`src/rtl/tcs_pkg.sv`:
```
// Shared constants and mode-decoding functions for the touch conversion sequencer.
// Assumes 4-bit mode codes and a data-ready bitmap whose bit 10 belongs to channel 0.
package tcs_pkg;
    localparam int SMP_W  = 16;
    localparam int NCH    = 10;
    localparam int DAV_W  = 11;
    localparam int MODE_W = 4;
    localparam int RES_W  = 2;
    localparam int CH_W   = 4;

    typedef enum logic [MODE_W-1:0] {
        M_IDLE = 4'd0,  M_XY  = 4'd1,  M_XYZ = 4'd2,  M_X    = 4'd3,
        M_Y    = 4'd4,  M_Z   = 4'd5,  M_B1  = 4'd6,  M_B2   = 4'd7,
        M_AUX  = 4'd8,  M_AXS = 4'd9,  M_T1  = 4'd10, M_PORT = 4'd11,
        M_T2   = 4'd12, M_DA  = 4'd13, M_DB  = 4'd14, M_DC   = 4'd15
    } scan_mode_e;

    // Ready bits produced when a conversion set of the given mode completes.
    function automatic logic [DAV_W-1:0] set_mask(input logic [MODE_W-1:0] m);
        case (scan_mode_e'(m))
            M_XY:          set_mask = 11'h600;
            M_XYZ:         set_mask = 11'h780;
            M_X:           set_mask = 11'h400;
            M_Y:           set_mask = 11'h200;
            M_Z:           set_mask = 11'h180;
            M_B1:          set_mask = 11'h040;
            M_B2:          set_mask = 11'h030;
            M_AUX, M_AXS:  set_mask = 11'h010;
            M_T1:          set_mask = 11'h004;
            M_PORT:        set_mask = 11'h070;
            M_T2:          set_mask = 11'h002;
            default:       set_mask = '0;
        endcase
    endfunction

    // Modes that require pen pressure before a conversion may start.
    function automatic logic needs_pen(input logic [MODE_W-1:0] m);
        needs_pen = (m >= 4'd1) && (m <= 4'd5);
    endfunction

    // Modes that may ever start a conversion.
    function automatic logic can_run(input logic [MODE_W-1:0] m);
        can_run = (m != 4'd0) && (m <= 4'd12);
    endfunction

    // Modes that stop the converter once data is waiting.
    function automatic logic one_shot(input logic [MODE_W-1:0] m);
        one_shot = ((m >= 4'd3) && (m <= 4'd8)) || (m == 4'd10) || (m == 4'd12);
    endfunction

    // Right-shift that truncates a 16-bit sample to the coded resolution.
    function automatic logic [4:0] res_shift(input logic [RES_W-1:0] r);
        case (r)
            2'd1:    res_shift = 5'd8;
            2'd2:    res_shift = 5'd6;
            default: res_shift = 5'd4;
        endcase
    endfunction
endpackage

```
`src/rtl/tcs_sched.sv`:
```
// Control latch and start/stop decision for the conversion sequencer.
// Assumes busy and the bitmap summary come from registers, so start is glitch-free per cycle.
module tcs_sched
    import tcs_pkg::*;
(
    input  logic              clk,
    input  logic              rst_n,
    input  logic              wr_i,
    input  logic              stop_i,
    input  logic [MODE_W-1:0] wmode_i,
    input  logic [RES_W-1:0]  wres_i,
    input  logic              pen_i,
    input  logic              busy_i,
    input  logic              dav_any_i,
    output logic [MODE_W-1:0] mode_o,
    output logic [RES_W-1:0]  res_o,
    output logic              en_o,
    output logic              start_o,
    output logic              abort_o
);
    logic pen_ok;
    logic kill;

    // Pen qualification and start/shutdown decisions from current state.
    always_comb begin
        pen_ok  = !needs_pen(mode_o) || pen_i;
        start_o = can_run(mode_o) && pen_ok && en_o && !busy_i && !dav_any_i;
        kill    = one_shot(mode_o) && pen_ok && dav_any_i;
        abort_o = wr_i && stop_i;
    end

    // Control register: writes win over the one-shot shutdown.
    always_ff @(posedge clk) begin
        if (!rst_n) begin
            mode_o <= '0;
            res_o  <= '0;
            en_o   <= 1'b0;
        end else if (wr_i) begin
            mode_o <= wmode_i;
            res_o  <= wres_i;
            en_o   <= !stop_i;
        end else if (kill) begin
            en_o   <= 1'b0;
        end
    end
endmodule

```
`src/rtl/tcs_timer.sv`:
```
// Busy timer: holds busy for CYC cycles after a start and pulses done on the last one.
// Assumes abort has priority over both start and completion.
module tcs_timer #(
    parameter int CYC = 16
) (
    input  logic clk,
    input  logic rst_n,
    input  logic start_i,
    input  logic abort_i,
    output logic busy_o,
    output logic done_o
);
    localparam int CNT_W = (CYC > 1) ? $clog2(CYC) : 1;
    localparam logic [CNT_W-1:0] LOAD = CNT_W'(CYC - 1);

    logic [CNT_W-1:0] cnt;

    // Completion is the final busy cycle unless an abort lands on it.
    always_comb done_o = busy_o && (cnt == '0) && !abort_i;

    // Down-counter and busy flag.
    always_ff @(posedge clk) begin
        if (!rst_n) begin
            busy_o <= 1'b0;
            cnt    <= '0;
        end else if (abort_i) begin
            busy_o <= 1'b0;
        end else if (start_i) begin
            busy_o <= 1'b1;
            cnt    <= LOAD;
        end else if (busy_o) begin
            if (cnt == '0) busy_o <= 1'b0;
            else           cnt    <= cnt - 1'b1;
        end
    end
endmodule

```
`src/rtl/tcs_result.sv`:
```
// Data-ready bitmap and result readout with per-conversion resolution latch.
// Assumes channel c owns bitmap bit DAV_W-1-c; bit 0 is never set.
module tcs_result
    import tcs_pkg::*;
(
    input  logic              clk,
    input  logic              rst_n,
    input  logic              start_i,
    input  logic [MODE_W-1:0] mode_i,
    input  logic [RES_W-1:0]  res_i,
    input  logic              done_i,
    input  logic              rd_i,
    input  logic [CH_W-1:0]   rd_ch_i,
    input  logic [NCH*SMP_W-1:0] samples_i,
    output logic [DAV_W-1:0]  dav_o,
    output logic [SMP_W-1:0]  rd_data_o
);
    logic [MODE_W-1:0] func_q;
    logic [RES_W-1:0]  res_q;
    logic [DAV_W-1:0]  clr;
    logic [SMP_W-1:0]  sel;
    logic              in_range;

    // Decode the read into a clear mask and a selected sample.
    always_comb begin
        in_range = (int'(rd_ch_i) < NCH);
        clr      = '0;
        sel      = '1;
        for (int c = 0; c < NCH; c++) begin
            if (int'(rd_ch_i) == c) begin
                clr[DAV_W-1-c] = rd_i;
                sel            = samples_i[c*SMP_W +: SMP_W];
            end
        end
    end

    // Latch function and resolution when a conversion begins.
    always_ff @(posedge clk) begin
        if (!rst_n) begin
            func_q <= '0;
            res_q  <= '0;
        end else if (start_i) begin
            func_q <= mode_i;
            res_q  <= res_i;
        end
    end

    // Bitmap: reads clear first, completion sets after.
    always_ff @(posedge clk) begin
        if (!rst_n) dav_o <= '0;
        else        dav_o <= (dav_o & ~clr) | (done_i ? set_mask(func_q) : '0);
    end

    // Read data register: truncated sample or all-ones for an absent channel.
    always_ff @(posedge clk) begin
        if (!rst_n)      rd_data_o <= '0;
        else if (rd_i)   rd_data_o <= in_range ? (sel >> res_shift(res_q)) : '1;
    end
endmodule

```
`src/rtl/touch_conv_seq.sv`:
```
// Top of the touch ADC conversion sequencer: schedules conversions, times them,
// keeps the data-ready bitmap and drives two active-low interrupts.
// Assumes samples are static stand-ins for the analog front end.
module touch_conv_seq
    import tcs_pkg::*;
#(
    parameter int CLK_HZ      = 1024000,
    parameter int CONV_CYCLES = CLK_HZ / 1024
) (
    input  logic                  clk,
    input  logic                  rst_n,
    input  logic                  ctrl_wr_i,
    input  logic                  ctrl_stop_i,
    input  logic [MODE_W-1:0]     ctrl_mode_i,
    input  logic [RES_W-1:0]      ctrl_res_i,
    input  logic [1:0]            pen_func_i,
    input  logic                  pen_down_i,
    input  logic [NCH*SMP_W-1:0]  samples_i,
    input  logic                  rd_i,
    input  logic [CH_W-1:0]       rd_ch_i,
    output logic [SMP_W-1:0]      rd_data_o,
    output logic                  busy_o,
    output logic                  enabled_o,
    output logic [DAV_W-1:0]      dav_o,
    output logic [15:0]           status_o,
    output logic                  pen_irq_n_o,
    output logic                  dav_irq_n_o
);
    localparam int CYC = (CONV_CYCLES < 1) ? 1 : CONV_CYCLES;

    logic [MODE_W-1:0] mode_q;
    logic [RES_W-1:0]  res_q;
    logic start, abort, done, dav_any, pen_src;

    tcs_sched u_sched (
        .clk(clk), .rst_n(rst_n), .wr_i(ctrl_wr_i), .stop_i(ctrl_stop_i),
        .wmode_i(ctrl_mode_i), .wres_i(ctrl_res_i), .pen_i(pen_down_i),
        .busy_i(busy_o), .dav_any_i(dav_any), .mode_o(mode_q), .res_o(res_q),
        .en_o(enabled_o), .start_o(start), .abort_o(abort)
    );

    tcs_timer #(.CYC(CYC)) u_timer (
        .clk(clk), .rst_n(rst_n), .start_i(start), .abort_i(abort),
        .busy_o(busy_o), .done_o(done)
    );

    tcs_result u_result (
        .clk(clk), .rst_n(rst_n), .start_i(start), .mode_i(mode_q),
        .res_i(res_q), .done_i(done), .rd_i(rd_i), .rd_ch_i(rd_ch_i),
        .samples_i(samples_i), .dav_o(dav_o), .rd_data_o(rd_data_o)
    );

    // Interrupt source selection and status assembly.
    always_comb begin
        dav_any = |dav_o;
        case (pen_func_i)
            2'd0:    pen_src = pen_down_i;
            2'd1:    pen_src = dav_any;
            default: pen_src = pen_down_i && !dav_any;
        endcase
        pen_irq_n_o = !(enabled_o && pen_src);
        dav_irq_n_o = !dav_any;
        status_o    = {pen_down_i, !busy_o, mode_q, res_q, 8'h00};
    end
endmodule

```
`config.mk`:
```
export PLATFORM = sky130hd
export DESIGN_NAME = touch_conv_seq
export DESIGN_NICKNAME = d
export VERILOG_FILES = /design/src/rtl/tcs_pkg.sv /design/src/rtl/tcs_sched.sv /design/src/rtl/tcs_timer.sv /design/src/rtl/tcs_result.sv /design/src/rtl/touch_conv_seq.sv
export SDC_FILE = /design/constraint.sdc
export NUM_CORES = 1
export LEC_CHECK = 0
export BUFFER_PORTS_ARGS = -buffer_cell sky130_fd_sc_hd__buf_4
export CORE_AREA = 2 2 119 121
export CTS_BUF_LIST = sky130_fd_sc_hd__clkbuf_8
export DETAILED_ROUTE_END_ITERATION = 8
export DIE_AREA = 0 0 121 123
export PLACE_DENSITY = 0.63
export SYNTH_ARGS = -nofsm -noshare
export SYNTH_HDL_FRONTEND = slang
export SYNTH_HIERARCHICAL = 1
export SYNTH_SLANG_ARGS = --single-unit
```
`constraint.sdc`:
```
create_clock -name clk -period 3.35 [get_ports clk]
set_input_delay 0.5025 -clock clk [delete_from_list [all_inputs] [get_ports clk]]
set_output_delay 0.5025 -clock clk [all_outputs]
set_load 0.005 [all_outputs]
```
**After elaboration in Yosys (flattened, before gate mapping)**

Memories as Yosys holds them, arrays and structs flattened. A register that Yosys moved wholly into a read port is not among the register bits.
Index checks and enable logic that the tools add are counted.

- Flip-flop bits (word level): 51
- ROM bits: 144
- Input port bits: 178
- Output and inout port bits: 47
- Memories: 1

- $add $sub $neg: 1
- Order comparisons: 6
- Eq/ne operators: 15
- Shift-type cells: 1
- Multiplexer cells: 37
- Bitwise operators: 5
- Reduce and logical (&&, ||, !) cells: 32

Memory list:

| name | words | width | rd ports | clocked after memory_dff | wr ports | RTL line | source |
|---|---|---|---|---|---|---|---|
| (no name shown) | 16 | 9 | 1 | 1 | 0 | tcs_pkg.sv:20 | `case (scan_mode_e'(m))` |

Operator list:

| operator | number |
|---|---|
| $mux 16 | 11 |
| $eq 4x4->1 const B | 8 |
| $mux 10 | 3 |
| $mux 11 | 2 |
| $shr 16x5->16 | 1 |
| $mux 1 | 15 |
| $logic_and 1x1->1 | 14 |
| $and 11x11->11 | 1 |
| $not 11->11 | 1 |
| $or 11x11->11 | 1 |
| $reduce_or 11->1 | 1 |
| $logic_not 10->1 | 1 |
| $mux 5 | 2 |
| $sub 10x1->10 const B | 1 |
| $eq 4x3->1 const B | 2 |
| $le 4x4->1 const B | 2 |
| $mux 4 | 2 |
| $pmux 4 s2 | 1 |
| $logic_not 1->1 | 6 |
| $eq 2x1->1 const B | 2 |
| $eq 4x2->1 const B | 1 |
| $ge 4x1->1 const B | 1 |
| $ge 4x2->1 const B | 1 |
| $le 4x3->1 const B | 1 |
| other kinds (12) | 16 |

**Depth between registers and ports, before layout**

Gate-level depths: netlist of the first run.

- Word-level depth: 13
- Mapped depth: 12

**Modules after synthesis**

The synthesis of the first run kept the hierarchy.

Modules (own cells, without submodules):

| module | times used | cells an instance | area an instance (µm²) |
|---|---|---|---|
| tcs_result | 1 | 334 | 2,922.8 |
| tcs_timer | 1 | 64 | 584.3 |
| tcs_sched | 1 | 38 | 341.6 |
| touch_conv_seq | 1 | 21 | 156.4 |

**Worst setup path after synthesis of the first run**

Ideal clock, no wire load.

- Kind: reg2reg
- From: register u_result.dav_o[4]
- To: register with a tool-made name
- Arrival: 2.347 ns
- Path slack: 0.887 ns
- Stages on the path, launching flop included: 11
- Buffers on the path: 1
- Period minus slack after synthesis: 2.463 ns
- Cell sequence: dfxtp_1 nor4_2 nand3_2 nor3_1 o211a_1 clkbuf_1 mux2_2 nand2_1 inv_1 ha_1 a22o_1

RTL lines:

| item | RTL line | source |
|---|---|---|
| start, declared | tcs_result.sv:15 | `output logic [DAV_W-1:0] dav_o,` |
| start signal, assigned | tcs_result.sv:51 | `else dav_o <= (dav_o & ~clr) \| (done_i ? set_mask(func_q) : '0);` |

==> impl_metrics.ini, run 1 <==
[floorplanning]
rows = 43
dieArea_mm2 = 0.0149
io_pins = 225
start_util_pct = 29.4
coreArea_mm2 = 0.0136
die_w_um = 121
die_h_um = 123

[route]
wirelength_um = 12900
vias = 4101
final_antenna_net_count = 0
dr.first_iter.drc_count = 290
first_pass_iters = 5
drc = 0
routedWlPerCell_um = 16.3
vias_per_cell = 5.17

[run]
maxCapViolCount = 0

[synth]
synth_edf_count = 0
synth_top_family_by_area = compound AO/OA/AOI/OAI gates
synth.area.top_cells = dfxtp_1, mux2i_1, mux2_2
yosys_warnings = 6
synth_area_mm2 = 0.00401
synth_common_cells = dfxtp_1, nor2_1, nand2_1, mux2i_1, o21ai_0
synthMuxAreaShare_pct = 16.4
synth-seq-cells = 58
syn_inst = 457
synth_compound_area_share_pct = 23.9
async_flop_share_pct = 0
synthSimpleGateAreaFrac_pct = 20.2
synth.most_common_cell = dfxtp_1
yosysTopAreaCell = dfxtp_1
synth_ff_type = dfxtp_1
ys_seq_area_share_pct = 29.0
synth_top_area_share_pct = 29.0
ys_types = 78
synthAdderAreaFrac_pct = 1.87
syn_avg_cell_area_um2 = 8.76
synth_xor_area_share_pct = 0.437

[critical_path]
reg2reg_slack_ps = 690
crit_path_max_incr_delay_ps = 410
worst_ep_required_time_ps = 3560
critPathCaptureType = flop
crit_path_start_kind = flop
crit_chain = nor4_2 > nand3_2 > nor3_1 > o211a_1 > mux2_2 > nand2_1 > inv_1 > ha_1 > a22o_1
crit_type = flop to flop
arrival_ps = 2880
crit_fanout = 10
crit_path_top_delay_cell = o211a_1

[finish]
drive_above_1_share_pct = 36.9
diodes = 0
area_delta_synth_final_pct = 36.9
finalNetCount = 794

[sta]
fmax_ghz = 0.376
relSlewSlack_pct = 47.1
fin_ws_ps = 688
min_period_ps = 2660
worst_pin_slew_ps = 787
rsz0062_at_grt = false
hold_viol_final = 0
setup_tns_ps = 0
whs_ps = 411
slew_viol_final = 0
setup_viol = 0
fin_crit_sh_pct = 79.5
finClkSkew_ps = 6.40

[clock_tree]
root_buffer = clkbuf_8
post-cts-setup-buffers = 0
cts_buffers = 9
cts_tree = yes
clk_latency_ps = 330
cts-resized-gates = 0
hold_buffers = 0
htreeDepth = 3
clockBufferDepth = 2
clock-sinks = 58
clk_pin_slew_ps = 60

[power_and_ir_drop]
p_leak_nw = 2.40
peakVddDrop_mv = 0.154
p_per_area_mw_per_mm2 = 307

[place]
hpwlAfterDp_um = 10200
pre_cts_slack_ps = 670
gp_congestion = 0.865
portBuffers = 175

[grt]
grt_pass1_vias = 3988
antenna_found_initial = 0
met3_usage_pct = 3.04
use_met1_pct = 23.8
grt.busiest_layer = met2
grt_first_pass_wirelength_um = 20300
grt_max_degree = 44
grt.total_usage_pct = 17.2
grt_use_met2_pct = 27.7
overflow = 0

[hold_path]
hp-class = primary input to flop

[status]
status = finished, final reports clean
-- critical path, delay by kind of cell (launching register included) --
kind            cells  cell delay, ps
buf+inv             1             110
compound gates      2             620
mux                 1             390
flops               1             330
fa+ha+maj           1             220
simple gates        4             880
-- layer usage --
layer / routed length, µm / vias to the layer above
met5: 0 / -
met1: 6070 / 1953
met2: 6000 / 143
li1: - / 1989
met4: 159 / 0
met3: 709 / 16
-- final timing paths --
kind | to | start | depth (start not counted)
max reg2reg | flop | u_result/dav_o[4] | 9
min | u_sched/mode_o[3] | ctrl_mode_i[3] | 3
min reg2reg | u_result/dav_o[2] | flop | 2
max | flop | u_result/dav_o[4] | 9
-- cell families (layout without fill, tap and decap cells) --
kind of cell	count (synthesis)	after routing
compound gates	133	133
xor+xnor	2	2
fa+ha+maj	6	6
buf+inv	59	208
flops	58	58
mux	51	51
other cells	2	9
simple gates	146	146
-- cells in the final DEF, fill, tap and decap left out, drive strengths merged, types with 8 or more instances in the layout --
cell,count
a21boi,11
o31a,9
nand2,30
mux2,18
clkbuf,10
nor2,33
o22ai,10
a211oi,8
mux2i,24
dfxtp,58
o21ai,29
buf,176
mux4,9
a21oi,17
inv,18
conb,9
nor3,16
or3,8
nor2b,15
-- through the flow --
stage	cell area (µm²)	total power, W	utilization [%]	std cells
after floorplan	4030	0.000964	-	464
after global placement	5320	0.00115	39.1	779
after detailed placement	5320	0.00116	39.1	779
after CTS	5480	0.00170	40.3	793
after global routing	5480	0.00177	40.3	793
final	5480	0.00168	40.3	793
-- power breakdown --
group	total (W)	switching, W	internal [W]	leakage, nW
Clock	0.000533	0.000259	0.000274	0.0875
Sequential	0.000736	0.0000213	0.000714	0.473
Combinational	0.000414	0.000180	0.000233	1.84
Total	0.00168	0.000461	0.00122	2.40
-- area by class of cell --
class / count / area [µm²]
flip-flops and latches: 58 / 1160
clock inverters: 4 / 20.0
multi-input cells: 347 / 2550
inverters: 18 / 67.6
well taps: 180 / 225
clock buffers: 10 / 138
repair buffers: 176 / 1320
fillers: 1354 / 8130
(Power assumes the default switching activity.)
==> run 2: changes to the inputs <==
==> constraint.sdc (replaced) <==
create_clock -name clk -period 2.5 [get_ports clk]
set_input_delay 0.375 -clock clk [delete_from_list [all_inputs] [get_ports clk]]
set_output_delay 0.375 -clock clk [all_outputs]
set_load 0.005 [all_outputs]
==> impl_metrics.ini, run 2 (synthesized netlist as in run 1, its figures left out) <==
[critical_path]
crit_path_start_kind = flop
critPathCaptureType = flop
crit_path_max_incr_delay_ps = 350
r2r_start = u_result/dav_o[4]
reg2reg_slack_ps = 140
crit_chain = nor4_2 > nand3_2 > nor3_1 > o211a_1 > mux2_2 > nand2_1 > inv_1 > ha_1 > a22o_1
crit_path_top_delay_cell = mux2_2
arrival_ps = 2570
r2r_cells = 9
worst_ep_required_time_ps = 2710
crit_fanout = 6
crit_type = flop to flop

[sta]
worst_pin_slew_ps = 579
rsz0062_at_grt = false
min_period_ps = 2360
setup_tns_ps = 0
slew_viol_final = 0
relSlewSlack_pct = 61.3
fin_crit_sh_pct = 94.4
finClkSkew_ps = 9.49
fmax_ghz = 0.424
hold_viol_final = 0
setup_viol = 0

[floorplanning]
coreArea_mm2 = 0.0136
rows = 43
die_h_um = 123
die_w_um = 121
io_pins = 225
dieArea_mm2 = 0.0149
start_util_pct = 29.4

[power_and_ir_drop]
combPwrFrac_pct = 24.6
seqPwrFrac_pct = 43.0
p_int_w = 0.00168
p_total_w = 0.00229
p_per_area_mw_per_mm2 = 411
netSwitchingFraction_pct = 26.8
p_sw_w = 0.000615
p_clk_share_pct = 32.3
peakVddDrop_mv = 0.204
p_leak_nw = 2.46

[route]
first_pass_iters = 5
drc = 0
vias = 4126
dr.first_iter.drc_count = 332
routedWlPerCell_um = 16.2
vias_per_cell = 5.13
wirelength_um = 13100
final_antenna_net_count = 0

[hold_path]
min_from = ctrl_mode_i[1]
whs_endpoint = u_sched/mode_o[1]
hp-class = primary input to flop
holdPathStages = 3

[finish]
final_cell_mix = buf_4, dfxtp_1, nor2_1, nand2_1
fillers = 1372
fin_cells = 805
diodes = 0
layout_commonest_cell = buf_4
drive_above_1_share_pct = 37.9
area_delta_synth_final_pct = 39.2
finalNetCount = 805
fin_util_pct = 41.0

[place]
portBuffers = 175
dp_cells = 789
hpwlAfterDp_um = 10400
gp_congestion = 0.874

[status]
status = finished, final reports clean

[clock_tree]
cts_tree = yes
hold_buffers = 0
clk_latency_ps = 330
clk_pin_slew_ps = 60
htreeDepth = 3
cts-resized-gates = 0
root_buffer = clkbuf_8
clock-sinks = 58
clockBufferDepth = 2
cts_buffers = 9

[grt]
antenna_found_initial = 0
grt.total_usage_pct = 17.6
grt_max_degree = 44
grt_first_pass_wirelength_um = 20600
grt_pass1_vias = 4046
overflow = 0

[run]
maxCapViolCount = 0
## run 2: changes by cell type in the layout (fill, tap and decap cells not counted)
| cell | delta |
|---|---|
| buf_4 | +11 |
| clkbuf_8 | +1 |
| inv_1 | +1 |
| clkinv_2 | -1 |
## run 2: per-stage QoR
| step | setup slack [ps] | hold WS (ps) | cell area (µm²) |
|---|---|---|---|
| after floorplan | 36.6 | 435 | 4030 |
| after global placement | 148 | 445 | 5400 |
| after detailed placement | 92.5 | 447 | 5400 |
| after CTS | 75.6 | 264 | 5570 |
| after global routing | 12.4 | 263 | 5580 |
| final | 141 | 285 | 5580 |
## run 2: cell type report
| cell class | count | area (µm²) | area share [%] |
|---|---|---|---|
| Inverter | 18 | 67.6 | 1.21 |
| Clock inverter | 4 | 18.8 | 0.337 |
| Tap cell | 180 | 225 | 4.04 |
| Sequential cell | 58 | 1160 | 20.8 |
| Clock buffer | 11 | 151 | 2.71 |
| Multi-Input combinational cell | 347 | 2550 | 45.7 |
| Timing Repair Buffer | 187 | 1400 | 25.2 |
## run 2: power by group through the flow
stage / Sequential [W] / Clock (W) / Combinational, W
after floorplan: 0.00100 / 0 / 0.000291
after global placement: 0.00100 / 0 / 0.000551
after detailed placement: 0.00101 / 0 / 0.000558
after CTS: 0.000985 / 0.000782 / 0.000561
after global routing: 0.000990 / 0.000827 / 0.000609
final: 0.000986 / 0.000741 / 0.000564
## run 2: how the worst max path moves through the flow
stage | start | cells past startpoint | endpoint | slack [ps]
6_report | u_result/dav_o[4] | 9 | flop | 140
4_1_cts | u_result/dav_o[4] | 9 | flop | 80
2_1_floorplan | u_result/dav_o[4] | 10 | flop | 40
5_1_grt | u_result/dav_o[4] | 8 | flop | 10
3_5_place_dp | u_result/dav_o[4] | 9 | flop | 90
3_3_place_gp | u_result/dav_o[4] | 9 | flop | 150
## run 2: worst max-delay path, delay by kind of cell (launching register included)
| kind | cells | cell delay, ps |
|---|---|---|
| multiplexers | 1 | 350 |
| buffers and inverters | 1 | 110 |
| flip-flops | 1 | 330 |
| adder cells (fa/ha/maj) | 1 | 220 |
| AND/OR/NAND/NOR | 4 | 790 |
| AO/OA/AOI/OAI | 2 | 450 |
## run 2: routing by layer
metal	GRT usage (%)	wire length, µm	up-vias
met5	0	0	-
met4	4.14	148	0
met3	3.83	721	12
met2	27.8	6070	143
met1	24.6	6120	1961
li1	-	-	2010
## run 2: timing repair
item	CTS	global route
buffers inserted	0	1
endpoints found under the hold margin	0	0
endpoints found under the setup margin	0	3
